## src/rtl/serial_rx_pkg.sv

```systemverilog
package serial_rx_pkg;
    localparam int BYTE_W = 8;
    localparam int CNT_W  = $clog2(BYTE_W);

    typedef struct packed {
        logic [BYTE_W-1:0] shreg;
        logic [CNT_W-1:0]  cnt;
        logic [BYTE_W-1:0] hold;
        logic              is_cmd;
        logic              busy;
        logic              ack_seen;
        logic              vld;
        logic              ptr_rst;
        logic              xfer;
    } rx_state_t;
endpackage

```

## src/rtl/srx_sync.sv

```systemverilog
module srx_sync #(
    parameter int              WIDTH   = 4,
    parameter int              STAGES  = 2,
    parameter logic [WIDTH-1:0] RST_VAL = '0
) (
    input  logic             clk,
    input  logic             rst_n,
    input  logic [WIDTH-1:0] async_i,
    output logic [WIDTH-1:0] sync_o
);
    localparam int LAST = STAGES - 1;

    for (genvar b = 0; b < WIDTH; b++) begin : g_bit
        logic [STAGES-1:0] pipe_q;
        always_ff @(posedge clk or negedge rst_n) begin
            if (!rst_n) pipe_q <= {STAGES{RST_VAL[b]}};
            else        pipe_q <= {pipe_q[STAGES-2:0], async_i[b]};
        end
        assign sync_o[b] = pipe_q[LAST];
    end
endmodule

```

## src/rtl/srx_edge.sv

```systemverilog
module srx_edge #(
    parameter int               WIDTH   = 2,
    parameter logic [WIDTH-1:0] RST_VAL = '1
) (
    input  logic             clk,
    input  logic             rst_n,
    input  logic [WIDTH-1:0] lvl_i,
    output logic [WIDTH-1:0] rise_o,
    output logic [WIDTH-1:0] fall_o
);
    logic [WIDTH-1:0] prev_q;

    always_ff @(posedge clk or negedge rst_n) begin
        if (!rst_n) prev_q <= RST_VAL;
        else        prev_q <= lvl_i;
    end

    assign rise_o = lvl_i & ~prev_q;
    assign fall_o = ~lvl_i & prev_q;
endmodule

```

## src/rtl/srx_core.sv

```systemverilog
module srx_core
    import serial_rx_pkg::*;
(
    input  logic              clk,
    input  logic              rst_n,
    input  logic              sck_rise_i,
    input  logic              cs_n_i,
    input  logic              cs_fall_i,
    input  logic              cs_rise_i,
    input  logic              dat_i,
    input  logic              cd_i,
    input  logic              ack_i,
    output logic              vld_o,
    output logic [BYTE_W-1:0] byte_o,
    output logic              is_cmd_o,
    output logic              busy_o,
    output logic              ptr_rst_o,
    output logic              xfer_o
);
    localparam logic [CNT_W-1:0] LAST_BIT = CNT_W'(BYTE_W - 1);

    rx_state_t st_d, st_q;

    always_comb begin
        st_d         = st_q;
        st_d.vld     = 1'b0;
        st_d.ptr_rst = 1'b0;
        st_d.xfer    = 1'b0;

        if (st_q.busy) begin
            if (st_q.ack_seen) begin
                st_d.busy     = 1'b0;
                st_d.ack_seen = 1'b0;
            end else if (ack_i) begin
                st_d.ack_seen = 1'b1;
            end
        end else if (sck_rise_i && !cs_n_i) begin
            st_d.shreg = {st_q.shreg[BYTE_W-2:0], dat_i};
            if (st_q.cnt == LAST_BIT) begin
                st_d.cnt    = '0;
                st_d.hold   = {st_q.shreg[BYTE_W-2:0], dat_i};
                st_d.is_cmd = cd_i;
                st_d.vld    = 1'b1;
                st_d.busy   = 1'b1;
            end else begin
                st_d.cnt = st_q.cnt + 1'b1;
            end
        end

        if (cs_fall_i) begin
            st_d.cnt      = '0;
            st_d.busy     = 1'b0;
            st_d.ack_seen = 1'b0;
            st_d.vld      = 1'b0;
            st_d.ptr_rst  = 1'b1;
        end else if (cs_rise_i) begin
            st_d.xfer = 1'b1;
        end
    end

    always_ff @(posedge clk or negedge rst_n) begin
        if (!rst_n) st_q <= '0;
        else        st_q <= st_d;
    end

    assign vld_o     = st_q.vld;
    assign byte_o    = st_q.hold;
    assign is_cmd_o  = st_q.is_cmd;
    assign busy_o    = st_q.busy;
    assign ptr_rst_o = st_q.ptr_rst;
    assign xfer_o    = st_q.xfer;
endmodule

```

## src/rtl/serial_cmd_rx.sv

```systemverilog
module serial_cmd_rx
    import serial_rx_pkg::*;
(
    input  logic              clk,
    input  logic              rst_n,
    input  logic              ser_clk_i,
    input  logic              ser_dat_i,
    input  logic              ser_cs_n_i,
    input  logic              ser_cd_i,
    input  logic              ack_i,
    output logic              byte_vld_o,
    output logic [BYTE_W-1:0] byte_o,
    output logic              byte_is_cmd_o,
    output logic              busy_n_o,
    output logic              busy_oe_o,
    output logic              ptr_rst_o,
    output logic              xfer_req_o
);
    // bit order: 3 = cd, 2 = dat, 1 = cs_n, 0 = sck
    logic [3:0] raw, synced;
    logic [1:0] rise, fall;
    logic       busy;

    assign raw = {ser_cd_i, ser_dat_i, ser_cs_n_i, ser_clk_i};

    srx_sync #(.WIDTH(4), .STAGES(2), .RST_VAL(4'b0011)) u_sync (
        .clk(clk), .rst_n(rst_n), .async_i(raw), .sync_o(synced)
    );

    srx_edge #(.WIDTH(2), .RST_VAL(2'b11)) u_edge (
        .clk(clk), .rst_n(rst_n), .lvl_i(synced[1:0]),
        .rise_o(rise), .fall_o(fall)
    );

    srx_core u_core (
        .clk(clk), .rst_n(rst_n),
        .sck_rise_i(rise[0]), .cs_n_i(synced[1]),
        .cs_fall_i(fall[1]), .cs_rise_i(rise[1]),
        .dat_i(synced[2]), .cd_i(synced[3]), .ack_i(ack_i),
        .vld_o(byte_vld_o), .byte_o(byte_o), .is_cmd_o(byte_is_cmd_o),
        .busy_o(busy), .ptr_rst_o(ptr_rst_o), .xfer_o(xfer_req_o)
    );

    assign busy_n_o  = ~busy;
    assign busy_oe_o = ~synced[1];
endmodule

```

## config.mk

```make
export PLATFORM = sky130hd
export DESIGN_NAME = serial_cmd_rx
export DESIGN_NICKNAME = d
export VERILOG_FILES = /design/src/rtl/serial_rx_pkg.sv /design/src/rtl/srx_sync.sv /design/src/rtl/srx_edge.sv /design/src/rtl/srx_core.sv /design/src/rtl/serial_cmd_rx.sv
export SDC_FILE = /design/constraint.sdc
export NUM_CORES = 1
export LEC_CHECK = 0
export ABC_CLOCK_PERIOD_IN_PS = 2260
export BUFFER_PORTS_ARGS = -buffer_cell sky130_fd_sc_hd__buf_2
export CORE_UTILIZATION = 35
export DETAILED_ROUTE_END_ITERATION = 8
export GPL_ROUTABILITY_DRIVEN = 0
export PLACE_DENSITY = 0.51
export SETUP_SLACK_MARGIN = 0.4
export SYNTH_ARGS = -nofsm -noshare
export SYNTH_HDL_FRONTEND = slang
export SYNTH_SLANG_ARGS = --single-unit
```

## constraint.sdc

```tcl
create_clock -name clk -period 2.26 [get_ports clk]
set_clock_uncertainty 0.15 [all_clocks]
set_input_delay 0.678 -clock clk [delete_from_list [all_inputs] [get_ports clk]]
set_output_delay 0.678 -clock clk [all_outputs]
set_load 0.02 [all_outputs]
```

==> qor.csv <==
metric,value,unit
drv_cap,0,
cts_tree,built,
switching_share,23.2,%
initial_utilization,38.2,%
preCtsSetupSlack,0.528,ns
n_antenna_cell,0,
cp_top_family,flip-flops,
path_cells,inv_1 > buf_6,
cpPeakStageDelay,0.53,ns
dp_hpwl,1190,um
cts_made_buffers,5,
drive_gt1_share,49.5,%
remaining_drc_errors,0,
die_area,4030,um2
clock_path_buffers,2,
core-area,3470,um2
clk_pin_slew_worst_paths,0.06,ns
tightestPinTransition,0.415,ns
layout_setup_ws,0.446,ns
grt-ovfl-total,0,
setup_viol,0,
cp_slowest_cell,dfstp_2,
comb_power_share,8.8,%
critPathKind,reg -> out,
nets,116,
required,1.43,ns
slew_violations,0,
rsz0062_at_grt,false,
final_cell_count_no_fill,153,
ys_seq_area_share,64.8,%
clk_latency,0.28,ns
routed_wl,1880,um
grt_pass1_vias,703,
io_buffers,20,
final.setup.tns,0,ns
rows,21,
ir_drop,0.454,mV
drt_first_pass_iters,4,
vias,679,
drt_iter0_markers,22,
grt_antenna_before_repair,0,
syn_nets,95,
ant_nets,0,
die_w,63.5,um
cp-end-kind,output port,
cts_hold_buf,0,
final.min_clock_period,1.81,ns
p_int,0.970,mW
syn_area,1320,um2
worstPathArrival,0.99,ns
synth-seq-cells,34,
outcome,"complete, no violations",
grt_pass1_wl,3330,um
hp-class,reg -> reg,
power_density,831,nW/um2
grt_max_degree,35,
switchingPower,0.292,mW
dp.cells,143,
slew_headroom,72.3,%
area_growth,14.7,%
yosysUniqueCellTypes,21,
fin_area,1520,um2
htree_levels,2,
final_common_cell,dfrtp_1,
postSynthCellCount,85,
min_period_over_period,80.3,%
critPathBufInv,2,
pwr-share-clk,33.1,%
die_h,63.5,um
timing.fmax,0.551,GHz
vias_per_cell,4.44,
root_buffer,clkbuf_8,
path_max_fanout,2,
drt-wirelength-per-cell,12.3,um
place_area,1420,um2
grt_usage,11.4,%
power_leakage,0.772,nW
final_cell_mix,"28 x dfrtp_1, 19 x buf_2, 8 x mux2_2, 8 x mux2_4, 6 x dfstp_2",
final_hold_viol_count,0,
ys_warn_count,0,
clock_sinks,34,
crit_path_start_kind,flip-flop,
pwr-share-seq,58.1,%
ios,21,
synth_area_per_cell,15.6,um2
per-layer routing:
metal	vias up	wire length (um)	global-route usage, %	share of wire [%]
met5	-	0	0	0
met4	0	42	8.52	2.2
met3	4	88	3.80	4.7
met2	21	862	16.2	46
met1	334	881	14.1	47
li1	320	-	-	-
per-stage QoR:
step                hold slack, ns  total power [mW]  utilization (%)
global route                 0.213              1.34             43.8
CTS                          0.201              1.29             43.4
global placement             0.183             0.850             40.9
floorplan                    0.181             0.811                -
detailed placement           0.187             0.856             40.9
finish                       0.200              1.26             43.8
cell families after synthesis:
kind of cell               synth area share (%)
AOI/OAI and AO/OA                          2.46
adders and majority gates                  2.84
buffers and inverters                      6.80
DFF                                        64.8
muxes                                      16.6
and+or+nand+nor                            6.43
layout make-up:
class	instances	area, um2
fillers	338	1950
flip-flops and latches	34	858
multi-input cells	38	375
repair buffers	24	136
clock buffers	8	80.1
well taps	46	57.6
inverters	3	11.3
worst register-to-register path: stages, from the launching register on:
cell and delay (ns):
dfrtp_1 0.39, ha_1 0.23, ha_1 0.20, nand2_2 0.26, mux2_2 0.39
final timing paths:
kind	end	cells after the start	slack, ns	startpoint
hold / removal	u_sync.g_bit[2].pipe_q[1]	0	0.20	u_sync.g_bit[2].pipe_q[0]
max in group asynchronous	u_sync.g_bit[0].pipe_q[1]	2	1.36	rst_n
setup reg to reg	u_core.byte_o[0]	4	0.52	u_core.st_q[14]
min in group asynchronous	u_core.byte_o[3]	2	0.26	rst_n
hold reg to reg	u_sync.g_bit[2].pipe_q[1]	0	0.20	u_sync.g_bit[2].pipe_q[0]
setup / recovery	busy_oe_o	2	0.45	u_sync.g_bit[1].pipe_q[1]
cell usage after synthesis (all sizes together):
cell,count,share of area [%]
nor2b,1,0.47
o32ai,1,0.66
buf,10,6.0
o21ai,2,0.76
dfstp,6,12
nor4b,1,1.8
nor2,3,0.85
nand3b,2,1.1
dfrtp,28,53
nand2b,1,0.47
nand3,1,0.38
ha,3,2.8
a21oi,1,0.38
o311ai,1,0.66
nand2,4,1.3
mux2i,1,0.76
inv,3,0.85
mux2,16,16
state kept, by name, indices dropped and copies added, names as in the netlist, 2 cells and up:
register / cells
u_core.st_q: 11
u_edge.prev_q: 2
u_core.byte_o: 8
u_sync.g_bit.pipe_q: 8
power groups by stage:
stage	clock network, mW	registers [mW]	logic [mW]
floorplan	0	0.735	0.0763
global placement	0	0.745	0.105
detailed placement	0	0.747	0.109
CTS	0.439	0.734	0.113
global route	0.462	0.748	0.126
finish	0.418	0.733	0.111
repair_timing:
action,in CTS,in global routing
setup endpoints to repair,1,2
hold endpoints to repair,0,0
gates cloned,0,0
gates resized for setup,0,2
setup buffers,1,1
Note: power is estimated with default switching activity, not from simulation.
